--- src/rtl/nibdec_pkg.sv ---
package nibdec_pkg;

    typedef enum logic [0:0] {
        ST_IDLE = 1'b0,
        ST_PEND = 1'b1
    } dec_state_e;

endpackage

--- src/rtl/nibdec_fsm.sv ---
module nibdec_fsm
    import nibdec_pkg::*;
#(
    parameter int NIB_W   = 4,
    parameter int NUM_ESC = 3,
    localparam int NUM_DIRECT = (1 << NIB_W) - NUM_ESC,
    localparam int ESC_W = (NUM_ESC > 1) ? $clog2(NUM_ESC) : 1
) (
    input  logic             clk,
    input  logic             rst,
    input  logic             abort,
    input  logic             accept,
    input  logic [NIB_W-1:0] nibble,
    output dec_state_e       state,
    output logic [ESC_W-1:0] esc_idx,
    output logic             is_prefix
);

    dec_state_e       state_nx;
    logic [ESC_W-1:0] esc_nx;

    // A nibble at or above the first prefix value opens an extended page.
    assign is_prefix = (nibble >= NIB_W'(NUM_DIRECT));

    always_comb begin
        state_nx = state;
        esc_nx   = esc_idx;
        if (abort) begin
            state_nx = ST_IDLE;
        end else begin
            unique case (state)
                ST_IDLE: begin
                    if (accept && is_prefix) begin
                        state_nx = ST_PEND;
                        esc_nx   = ESC_W'(nibble - NIB_W'(NUM_DIRECT));
                    end
                end
                ST_PEND: begin
                    if (accept) state_nx = ST_IDLE;
                end
                default: state_nx = ST_IDLE;
            endcase
        end
    end

    always_ff @(posedge clk) begin
        if (rst) begin
            state   <= ST_IDLE;
            esc_idx <= '0;
        end else begin
            state   <= state_nx;
            esc_idx <= esc_nx;
        end
    end

    // an abort leaves no prefix pending in the next cycle
    assert_abort_clears_R8: assert property (@(posedge clk) disable iff (rst)
        abort |=> (state == ST_IDLE));

    // a second nibble never re-opens a page, even when it is a prefix value
    assert_no_reprefix_R10: assert property (@(posedge clk) disable iff (rst)
        (state == ST_PEND && accept && !abort) |=> (state == ST_IDLE));

endmodule

--- src/rtl/nibdec_compose.sv ---
module nibdec_compose
    import nibdec_pkg::*;
#(
    parameter int NIB_W       = 4,
    parameter int NUM_ESC     = 3,
    parameter int NUM_REGS    = 3,
    parameter int REG_FIELD_W = 2,
    localparam int NUM_DIRECT = (1 << NIB_W) - NUM_ESC,
    localparam int NUM_OPS    = NUM_DIRECT + NUM_ESC * (1 << NIB_W),
    localparam int OP_W       = $clog2(NUM_OPS),
    localparam int ESC_W      = (NUM_ESC > 1) ? $clog2(NUM_ESC) : 1
) (
    input  dec_state_e             state,
    input  logic [ESC_W-1:0]       esc_idx,
    input  logic [NIB_W-1:0]       nibble,
    output logic [OP_W-1:0]        op_num,
    output logic [REG_FIELD_W-1:0] reg_field,
    output logic                   reg_legal
);

    logic [OP_W-1:0] page_base;

    // Page base = first extended number + prefix index times page size.
    assign page_base = OP_W'(NUM_DIRECT) + OP_W'({esc_idx, {NIB_W{1'b0}}});

    always_comb begin
        unique case (state)
            ST_PEND: begin
                op_num    = page_base + OP_W'(nibble);
                reg_field = nibble[REG_FIELD_W-1:0];
            end
            default: begin
                op_num    = OP_W'(nibble);
                reg_field = '0;
            end
        endcase
    end

    assign reg_legal = (32'(reg_field) < 32'(NUM_REGS));

endmodule

--- src/rtl/nibble_opdec.sv ---
module nibble_opdec
    import nibdec_pkg::*;
#(
    parameter int NIB_W       = 4,
    parameter int NUM_ESC     = 3,
    parameter int NUM_REGS    = 3,
    parameter int REG_FIELD_W = 2,
    localparam int NUM_DIRECT = (1 << NIB_W) - NUM_ESC,
    localparam int NUM_OPS    = NUM_DIRECT + NUM_ESC * (1 << NIB_W),
    localparam int OP_W       = $clog2(NUM_OPS),
    localparam int ESC_W      = (NUM_ESC > 1) ? $clog2(NUM_ESC) : 1
) (
    input  logic                   clk,
    input  logic                   rst,
    input  logic                   in_valid,
    input  logic [NIB_W-1:0]       in_nibble,
    output logic                   in_ready,
    input  logic                   abort,
    output logic                   dec_valid,
    output logic                   dec_illegal,
    output logic [OP_W-1:0]        dec_op,
    output logic [REG_FIELD_W-1:0] dec_reg
);

    dec_state_e             state;
    logic [ESC_W-1:0]       esc_idx;
    logic                   is_prefix;
    logic                   accept;
    logic [OP_W-1:0]        op_num;
    logic [REG_FIELD_W-1:0] reg_field;
    logic                   reg_legal;

    assign in_ready = !abort;
    assign accept   = in_valid && in_ready;

    nibdec_fsm #(.NIB_W(NIB_W), .NUM_ESC(NUM_ESC)) u_fsm (
        .clk       (clk),
        .rst       (rst),
        .abort     (abort),
        .accept    (accept),
        .nibble    (in_nibble),
        .state     (state),
        .esc_idx   (esc_idx),
        .is_prefix (is_prefix)
    );

    nibdec_compose #(
        .NIB_W(NIB_W), .NUM_ESC(NUM_ESC),
        .NUM_REGS(NUM_REGS), .REG_FIELD_W(REG_FIELD_W)
    ) u_compose (
        .state     (state),
        .esc_idx   (esc_idx),
        .nibble    (in_nibble),
        .op_num    (op_num),
        .reg_field (reg_field),
        .reg_legal (reg_legal)
    );

    // Output process: strobes for one cycle, number and field hold otherwise.
    always_ff @(posedge clk) begin
        if (rst) begin
            dec_valid   <= 1'b0;
            dec_illegal <= 1'b0;
            dec_op      <= '0;
            dec_reg     <= '0;
        end else begin
            dec_valid   <= 1'b0;
            dec_illegal <= 1'b0;
            if (accept) begin
                unique case (state)
                    ST_IDLE: begin
                        if (!is_prefix) begin
                            dec_valid <= 1'b1;
                            dec_op    <= op_num;
                            dec_reg   <= reg_field;
                        end
                    end
                    ST_PEND: begin
                        dec_valid   <= reg_legal;
                        dec_illegal <= !reg_legal;
                        dec_op      <= op_num;
                        dec_reg     <= reg_field;
                    end
                    default: ;
                endcase
            end
        end
    end

    // reset leaves both strobes low
    assert_reset_quiet_R1: assert property (@(posedge clk)
        rst |=> (!dec_valid && !dec_illegal));

    // a direct nibble in idle is reported unchanged one cycle later
    assert_direct_op_R3: assert property (@(posedge clk) disable iff (rst)
        (state == ST_IDLE && in_valid && in_ready && !is_prefix)
        |=> (dec_valid && dec_op == OP_W'($past(in_nibble)) && dec_reg == '0));

    // a prefix nibble raises no strobe
    assert_prefix_silent_R4: assert property (@(posedge clk) disable iff (rst)
        (state == ST_IDLE && in_valid && in_ready && is_prefix)
        |=> (!dec_valid && !dec_illegal));

    // a reported operation lies within the encodable range
    assert_op_in_range_R5: assert property (@(posedge clk) disable iff (rst)
        (dec_valid || dec_illegal) |-> (32'(dec_op) < NUM_OPS));

    // the illegal strobe only ever reports an absent register
    assert_illegal_reg_R7: assert property (@(posedge clk) disable iff (rst)
        dec_illegal |-> (32'(dec_reg) >= NUM_REGS));

    // without an accepted nibble, nothing is reported next cycle
    assert_idle_quiet_R9: assert property (@(posedge clk) disable iff (rst)
        !(in_valid && in_ready) |=> (!dec_valid && !dec_illegal && $stable(dec_op)));

    // the two strobes are exclusive
    assert_strobe_excl_R11: assert property (@(posedge clk) disable iff (rst)
        !(dec_valid && dec_illegal));

endmodule

--- config.mk ---
export PLATFORM = sky130hd
export DESIGN_NAME = nibble_opdec
export DESIGN_NICKNAME = d
export VERILOG_FILES = /design/src/rtl/nibdec_pkg.sv /design/src/rtl/nibdec_fsm.sv /design/src/rtl/nibdec_compose.sv /design/src/rtl/nibble_opdec.sv
export SDC_FILE = /design/constraint.sdc
export NUM_CORES = 1
export LEC_CHECK = 0
export ABC_AREA = 1
export CORE_UTILIZATION = 48
export CTS_CLUSTER_SIZE = 25
export DETAILED_ROUTE_END_ITERATION = 16
export GPL_ROUTABILITY_DRIVEN = 1
export GPL_TIMING_DRIVEN = 0
export PLACE_DENSITY = 0.83
export SETUP_SLACK_MARGIN = 0.15
export SLEW_MARGIN = 20
export SYNTH_ARGS = -nofsm -noshare
export SYNTH_HDL_FRONTEND = slang
export SYNTH_SLANG_ARGS = --single-unit
export TNS_END_PERCENT = 5
--- constraint.sdc ---
create_clock -name clk -period 3.55 [get_ports clk]
set_input_delay 1.065 -clock clk [delete_from_list [all_inputs] [get_ports clk]]
set_output_delay 1.065 -clock clk [all_outputs]
set_load 0.005 [all_outputs]
After elaboration in Yosys (flattened, before gate mapping)
Cells that the tools add are included.
- register bits: 13
- bits in latches: 0
- bits in writable memories: 0
- memory bits (read-only): 0
- bits of input ports: 8
- output and inout port bits: 11
- memories kept: 0
- add/sub/neg operators: 3
- multiply operators: 0
- div/mod/pow operators: 0
- $lt $le $gt $ge: 2
- equality and inequality tests: 1
- shift operators: 0
- multiplexer cells: 11
- bitwise gates (word level): 3
- reduce and logical (&&, ||, !) cells: 9
- operators with widths (cell ; number):
    6-bit two-way mux ; 2
    6-bit case mux with 2 select lines ; 1
    4-bit by 6-bit adder with 6-bit output, first input constant ; 1
    6-bit by 4-bit adder with 6-bit output ; 1
    4-bit greater-or-equal comparator, second input constant ; 1
    2-bit two-way mux ; 2
    1-bit case mux with 2 select lines ; 2
    2-bit case mux with 2 select lines ; 1
    2-bit OR reduction ; 2
    1-bit two-way mux ; 3
    1-bit NOT ; 3
    3-bit AND reduction ; 1
    3-bit OR reduction ; 1
    1-bit logical AND ; 2
    1-bit zero test ; 2
    2-bit less-than comparator, second input constant ; 1
    2-bit != test, second input constant ; 1
    2-bit AND reduction ; 1
    2-bit by 1-bit subtractor with 2-bit output, second input constant ; 1

Longest topological paths before layout
- depth in word-level cells: 5
- mapped depth: 9

Hierarchy
A second synthesis with hierarchy kept.
- cells, all modules: 118
- area, all modules: 803.3 µm²
- by module, submodules not included (module ; instances ; cells each ; area each (µm²) ; seq. area each (µm²)):
    nibble_opdec ; 1 ; 62 ; 450.4 ; 200.2
    nibdec_fsm ; 1 ; 32 ; 211.5 ; 60.1
    nibdec_compose ; 1 ; 24 ; 141.4 ; 0.0

Worst setup path before layout
OpenSTA, ideal clock, no wires.
- path type: input -> output
- start: input abort
- end: output in_ready
- data arrival time: 1.102 ns
- required time: 2.485 ns
- slack: 1.383 ns
- stages on the path: 1
- path through: inv_2
- word-level cells in the longest chain between the ends: 1
- RTL lines (what ; line ; source):
    from (decl) ; nibble_opdec.sv:18 ; input logic abort,
    1-bit zero test ; nibble_opdec.sv:33 ; assign in_ready = !abort;
    to (decl) ; nibble_opdec.sv:17 ; output logic in_ready,
Every way passes these cells.

Worst setup path in the final report
Ends and elaborated chain as after synthesis.

==> results_tabular.tex <==
\begin{tabular}{lr}
\hline
Metric & Value \\
\hline
\multicolumn{2}{l}{\textbf{Outcome}} \\
Outcome & finished, final reports clean \\
\multicolumn{2}{l}{\textbf{Yosys}} \\
Netlist area before placement & 669 um2 \\
Part of the Yosys area used for sequential elements & 0.389 \\
Net Count, Synth & 105 \\
Number of storage elements in the synthesis netlist & 13 \\
Post-synth cell types & 20 \\
YS warnings & 0 \\
Synthesized instance count & 93 \\
Average cell area after synthesis & 7.20 um2 \\
\multicolumn{2}{l}{\textbf{STA}} \\
Least-Margin Pin Slew & 0.369 ns \\
Post-route worst setup slack & 0.411 ns \\
Highest clock frequency the design can meet & 319 MHz \\
Finish-stage setup viols & 0 \\
Count of final max-slew check failures & 0 \\
Slew Limit Headroom & 0.754 \\
Minimum clock period after layout & 3.14 ns \\
Final setup TNS & 0 ns \\
Period Utilization, post-route & 0.884 \\
Final hold violation count & 0 \\
Final Skew & 0.00436 ns \\
Unrepaired setup endpoints after global routing & no \\
\multicolumn{2}{l}{\textbf{Clock tree}} \\
Number of levels the H-tree was split into & 1 \\
Number of buffers created by CTS & 3 \\
TritonCTS clock tree & built \\
Count of hold buffers inserted by post-cts repair & 0 \\
Clk pin slew, worst setup/hold paths & 0.08 ns \\
Quantity of gates resized following cts & 0 \\
Num Clock Sinks & 13 \\
Maximum root-to-sink buffer count & 2 \\
Clock latency of the later-clocked register in the worst-skew pair & 0.28 ns \\
Post-CTS Setup Repair Bufs & 0 \\
Cell chosen for the clock root & clkbuf\_4 \\
\multicolumn{2}{l}{\textbf{Routing}} \\
Number of nets still failing antenna checks after routing & 0 \\
Drt pass-1 iters & 4 \\
Post-route DRC & 0 \\
Detailed-route wire length & 1.39 mm \\
Number of vias per cell & 5.10 \\
First DRT Iteration DRCs & 7 \\
Routed via count & 658 \\
Avg WL per Cell & 10.7 um \\
\multicolumn{2}{l}{\textbf{Die}} \\
Die Wd & 39.3 um \\
Effective utilization at floorplan & 0.514 \\
Io pins & 19 \\
Overall die area & 1550 um2 \\
Chip height & 39.3 um \\
Row Count & 13 \\
Core Area & 1300 um2 \\
\multicolumn{2}{l}{\textbf{Worst setup path}} \\
Critical Path Fanout Max & 2 \\
Crit-path slowest cell & clkdlybuf4s50\_1 \\
Launching element of the worst setup path & abort \\
CP Data Required Time & 2.48 ns \\
Category of the worst setup path capture point & output port \\
Worst Setup Path Type & in -> out \\
Data arrival time of the critical path & 2.07 ns \\
Cell breakdown of the critical path & clkdlybuf4s50\_1, inv\_2, clkdlybuf4s50\_1 \\
Sort of element at the start of the critical path & primary input \\
Cell repeated most along the worst path & clkdlybuf4s50\_1 \\
Worst flop-to-flop path startpoint & u\_fsm.state \\
Highest cell delay on the worst timing path & 0.49 ns \\
\multicolumn{2}{l}{\textbf{Global route}} \\
Vias in the first global route & 521 \\
Global-route wire length before repair & 2.15 mm \\
Largest net degree at the start of global routing & 11 \\
GR Util All Layers & 0.209 \\
Sum of overflow across all layers after global routing & 0 \\
Initial antenna violation count & 0 \\
\multicolumn{2}{l}{\textbf{Place}} \\
RD Place Congestion & 0.885 \\
PortBufs & 17 \\
Post-placement worst setup slack & 0.417 ns \\
Dpl hpwl & 1.02 mm \\
\multicolumn{2}{l}{\textbf{Power}} \\
Cell leakage power & 0.360 nW \\
Pwr/cell area & 340 nW/um2 \\
Peak supply drop & 0.192 mV \\
\multicolumn{2}{l}{\textbf{Cells and area}} \\
Antenna cells & 0 \\
Area growth syn-to-layout & 32.1\% \\
Layout cell share with drive strength beyond 1 & 0.0965 \\
Max FFs per register & 6 \\
Total Nets Final & 127 \\
\multicolumn{2}{l}{\textbf{Worst hold path}} \\
Type of the tightest min-delay check & reg -> reg \\
Worst hold start & dec\_op[0] \\
\multicolumn{2}{l}{\textbf{Flow run}} \\
Max-Cap Viols & 0 \\
\hline
\end{tabular}
worst max-delay path: cells and delay by family:
kind / cells / cell delay (ns)
buf+inv: 3 / 1.00
cells by family after synthesis:
group,count (synthesis),synth area share
DFF,13,0.389
and+or+nand+nor,51,0.355
xor gates and xnor gates,2,0.0262
adders and majority gates,4,0.0748
buffers and inverters,12,0.0673
AOI/OAI and AO/OA,11,0.0878
placed cells by master (no fill, tap or decap):
cell type and n:
inv_2 3, nand2_2 1, clkbuf_4 3, nand3_1 8, dfxtp_1 13, nor2_1 12
a21oi_1 7, clkdlybuf4s50_1 17, clkinv_1 1, nor2_4 1, o21ai_0 3, a21oi_2 1
nand3b_1 1, ha_1 4, nand3_4 1, nor3_1 1, nand2_1 25, xnor2_1 1
xor2_1 1, inv_1 7, clkbuf_1 2, nand2_4 1
cells in the mapped netlist (all sizes together):
cell type  number  area, um2
ha              4       50.1
clkinv          1       3.75
nor2           13       56.3
xnor2           1       8.76
clkbuf          1       3.75
nand2          27        111
nor3            1       5.00
xor2            1       8.76
o21ai           3       15.0
nand3b          1       7.51
inv            10       37.5
nand3           9       57.6
a21oi           8       43.8
dfxtp          13        260
area by class of cell:
class	count	area, um2
inverters	11	41.3
multi-input cells	68	364
plain buffers	1	3.75
well taps	15	18.8
fillers	126	417
clock buffers	4	26.3
repair buffers	17	170
flip-flops and latches	13	260
power breakdown:
part	switching (mW)	internal, mW
Sequential	0.00332	0.151
Clock	0.0533	0.0437
Combinational	0.0266	0.0235
path summary, 6_finish.rpt:
| check | endpoint | slack (ns) | cells past startpoint |
|---|---|---|---|
| hold reg to reg | dec_op[0] | 0.47 | 2 |
| setup / recovery | in_ready | 0.41 | 3 |
| setup reg to reg | dec_op[3] | 2.44 | 6 |
| hold / removal | dec_op[0] | 0.47 | 2 |
routing by layer:
metal	global-route usage	up-vias	wire, um
met2	0.350	18	643
met3	0.0511	5	62
met1	0.243	299	655
met4	0.103	0	23
met5	0	-	0
li1	-	336	-
through the flow:
stage / cells / utilization / hold slack (ns) / power [mW] / cell area [um2]
detailed placement: 125 / 0.660 / 0.457 / 0.207 / 858
floorplan: 93 / - / 0.456 / 0.184 / 669
CTS: 129 / 0.680 / 0.468 / 0.300 / 885
global placement: 125 / 0.660 / 0.451 / 0.206 / 858
finish: 129 / 0.680 / 0.466 / 0.301 / 885
global route: 129 / 0.680 / 0.488 / 0.310 / 885
Note: power is estimated with default switching activity, not from simulation.
